$ cat src/rtl/arx_pkg.sv
package arx_pkg;
   localparam int N_ROUNDS = 4;
   localparam int IDX_W    = $clog2(N_ROUNDS);
   localparam int ROT_W    = 5;

   typedef struct packed {
      logic [ROT_W-1:0] add_rot;
      logic [ROT_W-1:0] xor_rot;
   } rot_pair_t;

   // Fixed rotation schedule, order is behaviour
   function automatic rot_pair_t rot_pair(input logic [IDX_W-1:0] idx);
      rot_pair_t p;
      case (idx)
         2'd0:    begin p.add_rot = 5'd31; p.xor_rot = 5'd24; end
         2'd1:    begin p.add_rot = 5'd17; p.xor_rot = 5'd17; end
         2'd2:    begin p.add_rot = 5'd0;  p.xor_rot = 5'd31; end
         default: begin p.add_rot = 5'd24; p.xor_rot = 5'd16; end
      endcase
      return p;
   endfunction
endpackage

$ cat src/rtl/arx_round.sv
module arx_round #(
   parameter int WORD_W = 32
) (
   input  logic [WORD_W-1:0]          xi,
   input  logic [WORD_W-1:0]          yi,
   input  logic [WORD_W-1:0]          ci,
   input  logic [arx_pkg::IDX_W-1:0]  idx,
   output logic [WORD_W-1:0]          xo,
   output logic [WORD_W-1:0]          yo
);
   import arx_pkg::*;

   function automatic logic [WORD_W-1:0] rotr(input logic [WORD_W-1:0] v,
                                              input logic [ROT_W-1:0] s);
      logic [2*WORD_W-1:0] dbl;
      dbl = {v, v} >> s;
      return dbl[WORD_W-1:0];
   endfunction

   rot_pair_t         pair;
   logic [WORD_W-1:0] x_sum;

   always_comb begin
      pair  = rot_pair(idx);
      x_sum = xi + rotr(yi, pair.add_rot);
      yo    = yi ^ rotr(x_sum, pair.xor_rot);
      xo    = x_sum ^ ci;
   end
endmodule

$ cat src/rtl/arx_iter_core.sv
module arx_iter_core #(
   parameter int WORD_W = 32
) (
   input  logic              clk,
   input  logic              rst,
   input  logic              start,
   input  logic [WORD_W-1:0] x_in,
   input  logic [WORD_W-1:0] y_in,
   input  logic [WORD_W-1:0] k_in,
   output logic [WORD_W-1:0] x_out,
   output logic [WORD_W-1:0] y_out,
   output logic              done
);
   import arx_pkg::*;
   localparam logic [IDX_W-1:0] LAST = IDX_W'(N_ROUNDS - 1);

   logic [WORD_W-1:0] x_q, y_q, k_q, src_x, src_y, src_k, nx, ny;
   logic [IDX_W-1:0]  rnd_q, cur_idx;
   logic              busy_q, done_q;

   always_comb begin
      src_x   = busy_q ? x_q   : x_in;
      src_y   = busy_q ? y_q   : y_in;
      src_k   = busy_q ? k_q   : k_in;
      cur_idx = busy_q ? rnd_q : '0;
   end

   arx_round #(.WORD_W(WORD_W)) u_round (
      .xi(src_x), .yi(src_y), .ci(src_k), .idx(cur_idx), .xo(nx), .yo(ny)
   );

   always_ff @(posedge clk) begin
      if (rst) begin
         x_q <= '0; y_q <= '0; k_q <= '0;
         rnd_q <= '0; busy_q <= 1'b0; done_q <= 1'b0;
      end else begin
         done_q <= 1'b0;
         if (!busy_q && start) begin
            x_q <= nx; y_q <= ny; k_q <= k_in;
            rnd_q <= IDX_W'(1); busy_q <= 1'b1;
         end else if (busy_q) begin
            x_q <= nx; y_q <= ny;
            rnd_q <= rnd_q + 1'b1;
            if (rnd_q == LAST) begin
               busy_q <= 1'b0;
               done_q <= 1'b1;
            end
         end
      end
   end

   assign x_out = x_q;
   assign y_out = y_q;
   assign done  = done_q;


   accept_chk: assert property (@(posedge clk) disable iff (rst)
      (start && !busy_q) |=> (busy_q && rnd_q == IDX_W'(1)));

   done_idle_chk: assert property (@(posedge clk) disable iff (rst)
      done_q |-> (!busy_q && $past(busy_q) && $past(rnd_q) == LAST));

   hold_chk: assert property (@(posedge clk) disable iff (rst)
      (!busy_q && !start) |=> ($stable(x_q) && $stable(y_q)));

   busy_step_chk: assert property (@(posedge clk) disable iff (rst)
      (busy_q && rnd_q != LAST) |=> (busy_q && rnd_q == $past(rnd_q) + 1'b1 && $stable(k_q)));
endmodule

$ cat src/rtl/arx_unrolled_core.sv
module arx_unrolled_core #(
   parameter int WORD_W = 32
) (
   input  logic              clk,
   input  logic              rst,
   input  logic              start,
   input  logic [WORD_W-1:0] x_in,
   input  logic [WORD_W-1:0] y_in,
   input  logic [WORD_W-1:0] k_in,
   output logic [WORD_W-1:0] x_out,
   output logic [WORD_W-1:0] y_out,
   output logic              done
);
   import arx_pkg::*;

   logic [WORD_W-1:0] xs [N_ROUNDS+1];
   logic [WORD_W-1:0] ys [N_ROUNDS+1];
   logic [WORD_W-1:0] x_q, y_q;
   logic              done_q;

   assign xs[0] = x_in;
   assign ys[0] = y_in;

   for (genvar g = 0; g < N_ROUNDS; g++) begin : g_stage
      arx_round #(.WORD_W(WORD_W)) u_round (
         .xi(xs[g]), .yi(ys[g]), .ci(k_in), .idx(IDX_W'(g)),
         .xo(xs[g+1]), .yo(ys[g+1])
      );
   end

   always_ff @(posedge clk) begin
      if (rst) begin
         x_q <= '0; y_q <= '0; done_q <= 1'b0;
      end else begin
         done_q <= start;
         if (start) begin
            x_q <= xs[N_ROUNDS];
            y_q <= ys[N_ROUNDS];
         end
      end
   end

   assign x_out = x_q;
   assign y_out = y_q;
   assign done  = done_q;


   strobe_chk: assert property (@(posedge clk) disable iff (rst)
      start |=> done_q);

   no_spurious_chk: assert property (@(posedge clk) disable iff (rst)
      !start |=> (!done_q && $stable(x_q) && $stable(y_q)));
endmodule

$ cat src/rtl/arx4_box.sv
module arx4_box #(
   parameter int WORD_W = 32,
   parameter bit UNROLL = 1'b0
) (
   input  logic              clk,
   input  logic              rst,
   input  logic              start,
   input  logic [WORD_W-1:0] x_in,
   input  logic [WORD_W-1:0] y_in,
   input  logic [WORD_W-1:0] k_in,
   output logic [WORD_W-1:0] x_out,
   output logic [WORD_W-1:0] y_out,
   output logic              done
);
   if (WORD_W != 32) begin : g_bad_width
      $error("arx4_box: rotation schedule is defined for WORD_W == 32 only");
   end

   if (UNROLL) begin : g_unrolled
      arx_unrolled_core #(.WORD_W(WORD_W)) u_core (
         .clk(clk), .rst(rst), .start(start), .x_in(x_in), .y_in(y_in),
         .k_in(k_in), .x_out(x_out), .y_out(y_out), .done(done)
      );
   end else begin : g_iterative
      arx_iter_core #(.WORD_W(WORD_W)) u_core (
         .clk(clk), .rst(rst), .start(start), .x_in(x_in), .y_in(y_in),
         .k_in(k_in), .x_out(x_out), .y_out(y_out), .done(done)
      );
   end


   reset_clear_chk: assert property (@(posedge clk)
      rst |=> (!done && x_out == '0 && y_out == '0));
endmodule

$ cat config.mk
export PLATFORM = sky130hd
export DESIGN_NAME = arx4_box
export DESIGN_NICKNAME = d
export VERILOG_FILES = /design/src/rtl/arx_pkg.sv /design/src/rtl/arx_round.sv /design/src/rtl/arx_iter_core.sv /design/src/rtl/arx_unrolled_core.sv /design/src/rtl/arx4_box.sv
export SDC_FILE = /design/constraint.sdc
export NUM_CORES = 1
export LEC_CHECK = 0
export ABC_AREA = 1
export BUFFER_PORTS_ARGS = -buffer_cell sky130_fd_sc_hd__buf_4
export CORE_MARGIN = 5
export CORE_UTILIZATION = 40
export DETAILED_ROUTE_END_ITERATION = 6
export HOLD_SLACK_MARGIN = 0.06
export PLACE_DENSITY = 0.69
export SLEW_MARGIN = 15
export SYNTH_ARGS = -nofsm -noshare
export SYNTH_HDL_FRONTEND = slang
export SYNTH_SLANG_ARGS = --single-unit
$ cat constraint.sdc
create_clock -name clk -period 5 [get_ports clk]
set_clock_uncertainty 0.15 [all_clocks]
set_input_delay 0 -clock clk [delete_from_list [all_inputs] [get_ports clk]]
set_output_delay 0 -clock clk [all_outputs]
set_load 0.005 [all_outputs]
==> flow_summary_export.csv <==
group,metric,value,unit
run_status,outcome,"completed",
run,cap_violations,0,
synthesis,syn_area,10500,um2
cells_and_area,fill_cells,2694,
synthesis,synth_cells,1876,
setup_path,cp_max_fo,12,
routing,dr.pass1.iters,6,
routing,drt_iter0_markers,1717,
floorplanning,rows,59,
global_route,grt-ovfl-total,0,
routing,vias_per_cell,5.53,
setup_path,crit_top_cell,"nand2_1",
floorplanning,design.core.area,25900,um2
clocking,clkTransAtPathRegs,90,ps
floorplanning,fp.dieW,172,um
pwr,p_per_area,405,nW/um2
placement,io_buffers,163,
synthesis,ys.flop_type,"dfxtp_1",
routing,wl,48300,um
setup_path,path_class,"flip-flop to flip-flop",
synthesis,ys_warn_count,0,
global_route,grt_max_degree,69,
timing,setup_viol,0,
routing,postRouteAntennaNets,0,
floorplanning,die-area,29500,um2
routing,vias,13500,
placement,dp_hpwl,38100,um
clocking,cts_htree_levels,3,
global_route,grt_pass1_wl,72000,um
clocking,tritoncts,"done",
placement,place_congestion,1.06,
synthesis,ys_seq_elements,100,
routing,wire_per_inst,19.7,um
setup_path,start_kind,"flip-flop",
clocking,root_buffer,"clkbuf_16",
timing,layout_setup_ws,219,ps
placement,post-place-ws,-149,ps
cells_and_area,drive_gt1_share,16.5,%
floorplanning,fp.dieH,172,um
setup_path,reg2reg_setup_slack,220,ps
synthesis,synthArstFlopShare,0,%
timing,period_share,95.6,%
setup_path,critPathBufInv,7,
setup_path,slowest_delay,420,ps
timing,finalMaxSlewViolations,0,
clocking,numCtsBuffers,9,
pwr,ir_drop,0.000209,V
global_route,track_usage,31.8,%
floorplanning,num_io_pins,164,
timing,worst_pin_slew,881,ps
synthesis,synth_edf_count,0,
setup_path,critPathTopFamily,"simple AND/OR/NAND/NOR gates",
synthesis,synth_area_per_cell,5.59,um2
min_path,hp-class,"input pin to flip-flop",
global_route,antenna_found_initial,0,
clocking,clockBufferDepth,2,
timing,finalCriticalPeriod,4780,ps
cells_and_area,n_antenna_cell,0,
timing,hold_viol_final,0,
timing,fmax,209,MHz
clocking,clock_latency,370,ps
synthesis,yosysSeqAreaShare,19.1,%
synthesis,synth_nets,2011,
synthesis,yosysUniqueCellTypes,44,
pwr,p_leak,7.06,nW
setup_path,cp.arrival,4910,ps
global_route,grt_pass1_vias,12300,
timing,hold-worst-slack,42.3,ps
floorplanning,initial_core_util,40.5,%
cells_and_area,synthToLayoutAreaGrowth,29.5,%
setup_path,crit_required,5130,ps
setup_path,end_kind,"flip-flop",
cells_and_area,fin_nets,2243,
clocking,clock_sinks,100,
setup_path,crit_slowest_cell,"dfxtp_4",
timing,slew_headroom,41.3,%
routing,drc_errors,0,
==> synth_stat cells (15+ instances only) <==
cell,count,area share (%)
nand2_1,580,21
inv_1,249,8.9
nand3_1,230,11
o21ai_0,219,10
a21oi_1,120,5.7
dfxtp_1,100,19
nor2_1,64,2.3
clkbuf_1,60,2.1
ha_1,35,4.2
o21ai_1,23,1.1
xor2_1,23,1.9
nand3_2,22,2.1
buf_2,19,0.91
buf_1,15,0.54
==> layout by cell type, fill, tap and decap left out, drive strengths merged <==
master	synthesis	routed
nand3	252	252
nand2	586	586
a21boi	1	1
a31oi	4	4
a21o	2	2
a21oi	122	122
dfxtp	100	100
xor2	26	26
nand2b	1	1
dlygate4sd3	0	67
inv	254	257
or2	11	11
fa	1	1
xnor2	14	14
o21ai	244	244
buf	39	253
and2	1	1
nand4	3	3
ha	35	35
mux2i	9	9
o21bai	4	4
o221ai	9	9
o211ai	6	6
nand3b	8	8
nor3	7	7
clkbuf	60	9
o21a	9	9
clkinvlp	0	1
clkinv	3	6
nor2	65	65
==> kinds of logic (layout without fill, tap and decap cells) <==
| logic type | count (synthesis) | in the layout | share of synthesized area, % |
|---|---|---|---|
| buffers and inverters | 356 | 593 | 13.3 |
| xor gates and xnor gates | 40 | 40 | 3.56 |
| DFF | 100 | 100 | 19.1 |
| and+or+nand+nor | 934 | 934 | 38.5 |
| muxes | 9 | 9 | 0.860 |
| adders and majority gates | 36 | 36 | 4.37 |
| AOI/OAI and AO/OA | 401 | 401 | 20.3 |
==> registers in the layout (all words and copies together), names as in the netlist <==
| name | cells |
|---|---|
| g_iterative.u_core.y_out | 32 |
| g_iterative.u_core.k_q | 32 |
| g_iterative.u_core.rnd_q | 2 |
| g_iterative.u_core.done | 1 |
| g_iterative.u_core.busy_q | 1 |
| g_iterative.u_core.x_out | 32 |
==> repair_timing <==
item                       4_1_cts  5_1_grt
setup buffers                    0        1
pin swaps                        0        3
resized for setup                5       48
hold endpoints to repair        80        0
hold buffers                    67        0
setup endpoints to repair       11       33
gates cloned                     0        0
==> per-stage QoR <==
step,total power [mW],util [%],setup TNS (ps),std cells,cell area (um2)
2_1_floorplan,3.04,-,0,1876,10500
3_3_place_gp,4.50,48.0,-385,2364,12400
3_5_place_dp,4.51,48.0,-460,2364,12400
4_1_cts,5.33,51.8,0,2447,13400
5_1_grt,5.86,52.4,-53.9,2448,13600
6_report,5.49,52.4,0,2448,13600
==> cell type report <==
type / instances / area, um2 / share of cell area, %
Clock buffer: 9 / 225 / 1.66
Clock inverter: 7 / 86.3 / 0.636
Inverter: 257 / 975 / 7.18
Multi-Input combinational cell: 1420 / 7240 / 53.3
Sequential cell: 100 / 2010 / 14.8
Tap cell: 335 / 419 / 3.09
Timing Repair Buffer: 320 / 2620 / 19.3
==> routing by layer <==
layer | wire [um] | track usage, % | vias up | part of all wire, %
li1 | - | - | 6531 | -
met1 | 20900 | 45.1 | 6246 | 43
met2 | 21200 | 49.5 | 672 | 44
met3 | 4510 | 5.53 | 97 | 9.3
met4 | 1660 | 9.81 | 0 | 3.4
met5 | 0 | 0 | - | 0
==> path summary, 6_finish.rpt <==
path                               from                           end  cells after the start
max           g_iterative.u_core.busy_q   g_iterative.u_core.y_out[9]                     30
min                            y_in[27]  g_iterative.u_core.y_out[27]                      8
max reg2reg   g_iterative.u_core.busy_q   g_iterative.u_core.y_out[9]                     30
min reg2reg  g_iterative.u_core.k_q[22]    g_iterative.u_core.k_q[22]                      2
==> worst min-delay path: cells and delay by family <==
family,cells,cell delay [ps]
AND/OR/NAND/NOR,4,200
AO/OA/AOI/OAI,1,90
buffers and inverters,3,240
==> where the power goes <==
part           leakage (nW)  internal (mW)  switching [mW]
clock network         0.151          0.362           0.392
logic                  6.08           1.36            2.31
registers             0.832          0.945           0.120
total                  7.06           2.67            2.83
No activity file was read; power rests on OpenSTA's default activity.
